File: src/rtl/spd_pkg.sv
package spd_pkg;
  typedef enum logic [1:0] {
    LVL_IDLE  = 2'b00,
    LVL_VALID = 2'b01,
    LVL_MID_A = 2'b10,
    LVL_MID_B = 2'b11
  } lvl_e;

  typedef enum logic [1:0] {
    PW_OFF  = 2'b00,
    PW_RAMP = 2'b01,
    PW_ON   = 2'b10
  } pwr_e;
endpackage

File: src/rtl/spd_sync.sv
module spd_sync #(
  parameter int W = 1
) (
  input  logic         clk,
  input  logic         rst_n,
  input  logic [W-1:0] d,
  output logic [W-1:0] q
);
  logic [W-1:0] s1_q, s2_q;

  always_ff @(posedge clk or negedge rst_n) begin
    if (!rst_n) begin
      s1_q <= '0;
      s2_q <= '0;
    end else begin
      s1_q <= d;
      s2_q <= s1_q;
    end
  end

  assign q = s2_q;
endmodule

File: src/rtl/spd_activity.sv
module spd_activity
  import spd_pkg::*;
#(
  parameter int N_CH     = 2,
  parameter int INVL_CYC = 7500,
  parameter int INVH_CYC = 250
) (
  input  logic              clk,
  input  logic              rst_n,
  input  logic [2*N_CH-1:0] line_lvl,
  output logic              any_valid,
  output logic              invalid_n
);
  localparam int IW = $clog2(INVL_CYC + 1);
  localparam int VW = $clog2(INVH_CYC + 1);
  localparam logic [IW-1:0] INVL_MAX = IW'(INVL_CYC);
  localparam logic [VW-1:0] INVH_MAX = VW'(INVH_CYC);

  logic [N_CH-1:0] ch_valid;

  generate
    for (genvar c = 0; c < N_CH; c++) begin : g_ch
      assign ch_valid[c] = (lvl_e'(line_lvl[2*c +: 2]) == LVL_VALID);
    end
  endgenerate

  assign any_valid = |ch_valid;

  logic [IW-1:0] idle_q, idle_d;
  logic [VW-1:0] act_q, act_d;
  logic          flag_q, flag_d;

  // Run-length counters; indeterminate samples count as not valid
  always_comb begin
    idle_d = idle_q;
    act_d  = act_q;
    if (any_valid) begin
      idle_d = '0;
      if (act_q != INVH_MAX) act_d = act_q + 1'b1;
    end else begin
      act_d = '0;
      if (idle_q != INVL_MAX) idle_d = idle_q + 1'b1;
    end
    if (flag_q) flag_d = (idle_d != INVL_MAX);
    else        flag_d = (act_d == INVH_MAX);
  end

  always_ff @(posedge clk or negedge rst_n) begin
    if (!rst_n) begin
      idle_q <= '0;
      act_q  <= '0;
      flag_q <= 1'b0;
    end else begin
      idle_q <= idle_d;
      act_q  <= act_d;
      flag_q <= flag_d;
    end
  end

  assign invalid_n = flag_q;

  // the flag only falls after a sample with no valid channel
  a_r3_fall_on_idle: assert property (@(posedge clk) disable iff (!rst_n)
    $fell(flag_q) |-> $past(!any_valid));
  // the flag only rises after a sample with a valid channel
  a_r4_rise_on_valid: assert property (@(posedge clk) disable iff (!rst_n)
    $rose(flag_q) |-> $past(any_valid));
endmodule

File: src/rtl/spd_power.sv
module spd_power
  import spd_pkg::*;
#(
  parameter int PUP_CYC = 25000,
  parameter int WIN_CYC = 7500
) (
  input  logic clk,
  input  logic rst_n,
  input  logic foff_n_s,
  input  logic fon_s,
  input  logic any_valid,
  input  logic invalid_n,
  output logic pump_en,
  output logic tx_oe
);
  localparam int PW = $clog2(PUP_CYC + 1);
  localparam int WW = $clog2(WIN_CYC + 1);
  localparam logic [PW-1:0] PUP_LAST = PW'(PUP_CYC - 1);
  localparam logic [WW-1:0] WIN_MAX  = WW'(WIN_CYC);

  pwr_e          st_q, st_d;
  logic [PW-1:0] pup_q, pup_d;
  logic [WW-1:0] win_q, win_d;
  logic          auto_mode, kill;

  assign auto_mode = foff_n_s && !fon_s;
  assign kill      = auto_mode && !invalid_n && (win_q == WIN_MAX);

  always_comb begin
    st_d  = st_q;
    pup_d = pup_q;
    win_d = win_q;
    if (st_q != PW_OFF && win_q != WIN_MAX) win_d = win_q + 1'b1;
    if (!foff_n_s) begin
      st_d = PW_OFF;
    end else begin
      unique case (st_q)
        PW_OFF: begin
          if (fon_s || any_valid) begin
            st_d  = PW_RAMP;
            pup_d = '0;
            win_d = '0;
          end
        end
        PW_RAMP: begin
          if (kill)                 st_d = PW_OFF;
          else if (pup_q == PUP_LAST) st_d = PW_ON;
          else                      pup_d = pup_q + 1'b1;
        end
        PW_ON: begin
          if (kill) st_d = PW_OFF;
        end
        default: st_d = PW_OFF;
      endcase
    end
  end

  always_ff @(posedge clk or negedge rst_n) begin
    if (!rst_n) begin
      st_q  <= PW_OFF;
      pup_q <= '0;
      win_q <= '0;
    end else begin
      st_q  <= st_d;
      pup_q <= pup_d;
      win_q <= win_d;
    end
  end

  assign pump_en = (st_q != PW_OFF);
  assign tx_oe   = (st_q == PW_ON);

  // forced shutdown dominates
  a_r1_force_off: assert property (@(posedge clk) disable iff (!rst_n)
    !foff_n_s |=> (st_q == PW_OFF));
  // forced power-up never drops
  a_r2_force_on_holds: assert property (@(posedge clk) disable iff (!rst_n)
    (foff_n_s && fon_s && st_q != PW_OFF) |=> (st_q != PW_OFF));
  // wake on a valid sample
  a_r5_wake: assert property (@(posedge clk) disable iff (!rst_n)
    (st_q == PW_OFF && foff_n_s && any_valid) |=> (st_q == PW_RAMP));
  // sleep once the wake window expires with lines still idle
  a_r9_rearm_sleep: assert property (@(posedge clk) disable iff (!rst_n)
    (st_q != PW_OFF && auto_mode && !invalid_n && win_q == WIN_MAX) |=> (st_q == PW_OFF));
endmodule

File: src/rtl/line_power_ctrl.sv
module line_power_ctrl #(
  parameter int N_CH    = 2,
  parameter int CLK_MHZ = 250,
  parameter int INVL_US = 30,
  parameter int INVH_NS = 1000,
  parameter int PUP_US  = 100,
  parameter int WIN_US  = 30
) (
  input  logic              clk,
  input  logic              rst_n,
  input  logic [2*N_CH-1:0] line_lvl,
  input  logic              force_off_n,
  input  logic              force_on,
  input  logic              rx_en,
  output logic              invalid_n,
  output logic              pump_en,
  output logic              tx_oe,
  output logic              rx_oe
);
  localparam int INVL_CYC = CLK_MHZ * INVL_US;
  localparam int INVH_RAW = (CLK_MHZ * INVH_NS + 999) / 1000;
  localparam int INVH_CYC = (INVH_RAW < 1) ? 1 : INVH_RAW;
  localparam int PUP_CYC  = CLK_MHZ * PUP_US;
  localparam int WIN_CYC  = CLK_MHZ * WIN_US;

  logic [2:0] pins_s;
  logic       any_valid;

  spd_sync #(.W(3)) u_sync (
    .clk   (clk),
    .rst_n (rst_n),
    .d     ({force_off_n, force_on, rx_en}),
    .q     (pins_s)
  );

  spd_activity #(
    .N_CH     (N_CH),
    .INVL_CYC (INVL_CYC),
    .INVH_CYC (INVH_CYC)
  ) u_act (
    .clk       (clk),
    .rst_n     (rst_n),
    .line_lvl  (line_lvl),
    .any_valid (any_valid),
    .invalid_n (invalid_n)
  );

  spd_power #(
    .PUP_CYC (PUP_CYC),
    .WIN_CYC (WIN_CYC)
  ) u_pwr (
    .clk       (clk),
    .rst_n     (rst_n),
    .foff_n_s  (pins_s[2]),
    .fon_s     (pins_s[1]),
    .any_valid (any_valid),
    .invalid_n (invalid_n),
    .pump_en   (pump_en),
    .tx_oe     (tx_oe)
  );

  assign rx_oe = pins_s[0];
endmodule

File: config.mk
export PLATFORM = sky130hd
export DESIGN_NAME = line_power_ctrl
export DESIGN_NICKNAME = d
export VERILOG_FILES = /design/src/rtl/spd_pkg.sv /design/src/rtl/spd_sync.sv /design/src/rtl/spd_activity.sv /design/src/rtl/spd_power.sv /design/src/rtl/line_power_ctrl.sv
export SDC_FILE = /design/constraint.sdc
export NUM_CORES = 1
export LEC_CHECK = 0
export BUFFER_PORTS_ARGS = -buffer_cell sky130_fd_sc_hd__buf_2
export CELL_PAD_IN_SITES_DETAIL_PLACEMENT = 1
export CELL_PAD_IN_SITES_GLOBAL_PLACEMENT = 1
export CORE_MARGIN = 5
export CORE_UTILIZATION = 35
export DETAILED_ROUTE_END_ITERATION = 8
export GPL_TIMING_DRIVEN = 0
export PLACE_DENSITY_LB_ADDON = 0.2
export SETUP_SLACK_MARGIN = 0.02
export SYNTH_ARGS = -nofsm -noshare
export SYNTH_HDL_FRONTEND = slang
export SYNTH_SLANG_ARGS = --single-unit
File: constraint.sdc
create_clock -name clk -period 2.25 [get_ports clk]
set_input_delay 0.1125 -clock clk [delete_from_list [all_inputs] [get_ports clk]]
set_output_delay 0.1125 -clock clk [all_outputs]
set_load 0.02 [all_outputs]
==> impl_metrics.csv <==
group,metric,value,unit
yosys,synth-xor-area-share,0.113,
route,drc,0,
power,power_frac_seq,0.435,
clocking,cts_buffers,9,
yosys,avgSynthCellArea,9.61,um^2
die,core-area,8810,um^2
timing,hold_viol,0,
worst_setup_path,path_max_fanout,6,
power,p_clk_frac,0.453,
die,row_count,34,
die,die-area,11100,um^2
timing,max_slew_margin,0.494,
min_path,hold_path_class,"input pin to flip-flop",
yosys,ys_seq_elements,58,
cells_and_area,area_growth,16.6,%
route,vias,2446,
power,p_sw,687,uW
placement,portBuffers,12,
worst_setup_path,worstSetupStartpointType,"flip-flop",
yosys,synth-main-ff-cell,"dfrtp_1",
yosys,synthCells,331,
cells_and_area,postLayoutCoreUtil,0.421,
die,dieWidth,105,um
yosys,synth-simple-area-share,0.287,
worst_setup_path,crit_arrival,2360,ps
clocking,cts_tree,"built",
timing,hold_slack,201,ps
clocking,cts-root-buf,"clkbuf_8",
placement,dp.cells,451,
worst_setup_path,startpoint,"u_act.idle_q[0]",
yosys,synth_compound_area_frac,0.0704,
route,routedWlPerCell,15.7,um
yosys,synth-edff-count,0,
clocking,clk_latency,350,ps
run,cap_violations,0,
die,ios,13,
timing,worst_pin_slew,758,ps
yosys,synthMuxAreaShare,0.0130,
placement,place_congestion,0.771,
route,routed_wirelength,7.43,mm
clocking,cts-htree-levels,3,
clocking,clkTransAtPathRegs,70,ps
power,p_leak,1.61,nW
die,die_h,105,um
yosys,ys_async_sr_fraction,1.00,
timing,setup_viol,0,
power,p_comb_frac,0.112,
grt,grt.total_usage,0.140,
power,swShare,0.259,
route,avgViaCountPerCell,5.16,
grt,antenna_found_initial,0,
yosys,yosys_warnings,0,
cells_and_area,layout.cells.non_filler,474,
cells_and_area,fin_nets,378,
route,antenna_left,0,
worst_setup_path,rrSetupSlack,110,ps
yosys,synth_adder_area_share,0.0275,
worst_setup_path,required,2480,ps
power,power.internal,1.96,mW
run_status,status,"completed",
timing,maxSlewViolCount,0,
timing,rsz0062_at_grt,"yes",
die,start_util,0.361,
worst_setup_path,reg2reg_to,"u_act.invalid_n",
worst_setup_path,endpoint_kind,"flip-flop",
grt,grt_max_degree,59,
yosys,synth_cell_types,51,
grt,grt_pass1_wl,12.6,mm
grt,grt_pass1_vias,2555,
yosys,yosysSeqAreaShare,0.456,
worst_setup_path,critPathKind,"flip-flop to flip-flop",
clocking,cts_sinks,58,
placement,dpl.hpwl,4.95,mm
timing,finClkSkew,9.79,ps
worst_setup_path,r2r-start,"u_act.idle_q[0]",
timing,fin_crit_sh,0.950,
worst_setup_path,r2r_cells,8,
min_path,holdPathStages,4,
timing,period_minus_slack,2140,ps
power,peakVddDrop,0.000226,V
clocking,clockBufferDepth,2,
yosys,syn_area,3180,um^2
grt,grt_overflow,0,
worst_setup_path,endpoint,"u_act.invalid_n",
cells_and_area,fill_cells,1009,
cells_and_area,diodes,0,
yosys,synthesis.nets,347,
timing,max_freq,0.468,GHz
route,drt_iter0_markers,41,
route,dr.pass1.iters,4,
yosys,synth_top_family_by_area,"simple AND/OR/NAND/NOR gates",
cells_and_area,drive_above_1_share,0.145,
power,p_per_area,714,nW/um^2
per-stage QoR:
step	setup slack (ps)	cell area [um^2]	power, mW	TNS, ps
floorplan	193	3180	1.35	0
global placement	-167	3380	1.45	-167
detailed placement	-162	3380	1.46	-162
CTS	83.3	3670	2.67	0
global route	-9.95	3710	2.78	-9.95
finish	113	3710	2.65	0
cells by family (layout without fill, tap and decap cells):
kind of cell / Yosys count / in the layout
xor gates and xnor gates: 41 / 41
and+or+nand+nor: 167 / 167
buffers and inverters: 24 / 59
muxes: 4 / 4
adders and majority gates: 7 / 7
DFF: 58 / 58
AOI/OAI and AO/OA: 30 / 30
metal layers:
metal  part of all wire  routed length (um)  track usage
met1               0.50                3680        0.182
met2               0.46                3420        0.225
met3              0.032                 238       0.0440
met4              0.012                  86       0.0394
met5                  0                   0            0
cells in the final DEF, fill, tap and decap left out, types with 2 or more instances in the layout:
master and n:
and3_1 5, buf_4 5, nand3b_1 2, inv_1 12, o21ai_0 5, nor4b_4 2
nand3_1 11, nor4b_2 2, nand4b_1 2, clkbuf_8 10, and2_1 4, nor2b_1 2
and4_1 6, nand4_1 11, mux2i_1 3, and4b_1 2, xor2_1 16, xnor2_1 25
nand2_1 24, o21a_1 2, a31oi_1 3, dlygate4sd3_1 4, clkbuf_1 5, dfrtp_1 58
nor4_1 6, nor3_1 11, a31oi_4 2, nor2_1 60, a21oi_1 7, nand4_2 2
ha_1 7, buf_2 16, nand2b_1 5, bufinv_16 3
synthesized netlist by cell type, types with 2 or more instances:
master / n / share of area
nor2_1: 60 / 0.071
dfrtp_1: 58 / 0.46
xnor2_1: 25 / 0.069
nand2_1: 24 / 0.028
xor2_1: 16 / 0.044
inv_1: 12 / 0.014
nand3_1: 12 / 0.019
nor3_1: 12 / 0.019
nand4_1: 11 / 0.022
a21oi_1: 8 / 0.013
ha_1: 7 / 0.028
and4_1: 6 / 0.017
nor4_1: 6 / 0.012
and3_1: 5 / 0.0098
buf_2: 5 / 0.0079
clkbuf_1: 5 / 0.0059
nand2b_1: 5 / 0.0098
o21ai_0: 5 / 0.0079
and2_1: 4 / 0.0079
a31oi_1: 3 / 0.0059
mux2i_1: 3 / 0.0094
a31oi_4: 2 / 0.013
and4b_1: 2 / 0.0063
nand3b_1: 2 / 0.0047
nand4_2: 2 / 0.0079
nand4b_1: 2 / 0.0055
nor2b_1: 2 / 0.0039
nor4b_1: 2 / 0.0055
nor4b_4: 2 / 0.015
o21a_1: 2 / 0.0047
how the worst min path moves through the flow:
stage           startpoint               end
2_1_floorplan        rst_n    u_act.act_q[0]
3_3_place_gp         rx_en    u_sync.s1_q[0]
3_5_place_dp         rx_en    u_sync.s1_q[0]
4_1_cts              rst_n   u_act.idle_q[7]
5_1_grt        line_lvl[2]  u_act.idle_q[12]
6_report       line_lvl[0]   u_act.idle_q[2]
power groups by stage:
stage / combinational [mW] / sequential, mW / clock (mW)
after CTS: 0.294 / 1.15 / 1.23
after global routing: 0.339 / 1.16 / 1.28
after floorplan: 0.202 / 1.15 / 0
after detailed placement: 0.287 / 1.17 / 0
after global placement: 0.279 / 1.17 / 0
final: 0.297 / 1.15 / 1.20
critical path: stages (launching register included):
cell and delay, ps:
dfrtp_1 450, inv_1 150, ha_1 170, nand4b_1 150
nor4b_4 300, mux2i_1 290, nand2_1 110, nor4b_2 270
a31oi_1 120
flip-flops by register name, indices dropped and copies added, names as in the netlist:
name,flops
u_pwr.st_q,2
u_sync.q,3
u_act.act_q,8
u_act.invalid_n,1
u_act.idle_q,13
u_sync.s1_q,3
u_pwr.win_q,13
u_pwr.pup_q,15
area by class of cell:
class	instances	area (um^2)	share of cell area
plain buffers	12	60.1	0.0162
clock buffers	10	138	0.0371
clock inverters	5	103	0.0277
inverters	12	45.0	0.0121
multi-input cells	249	1650	0.444
flip-flops and latches	58	1450	0.391
well taps	108	135	0.0364
repair buffers	20	133	0.0358
repair_timing:
action                                 CTS  global route
pin swaps                                1             1
setup buffers                            2             2
setup endpoints to repair                7             9
hold buffers                             3             1
endpoints found under the hold margin    3            58
resized for setup                        2             2
Note: power is estimated with default switching activity, not from simulation.
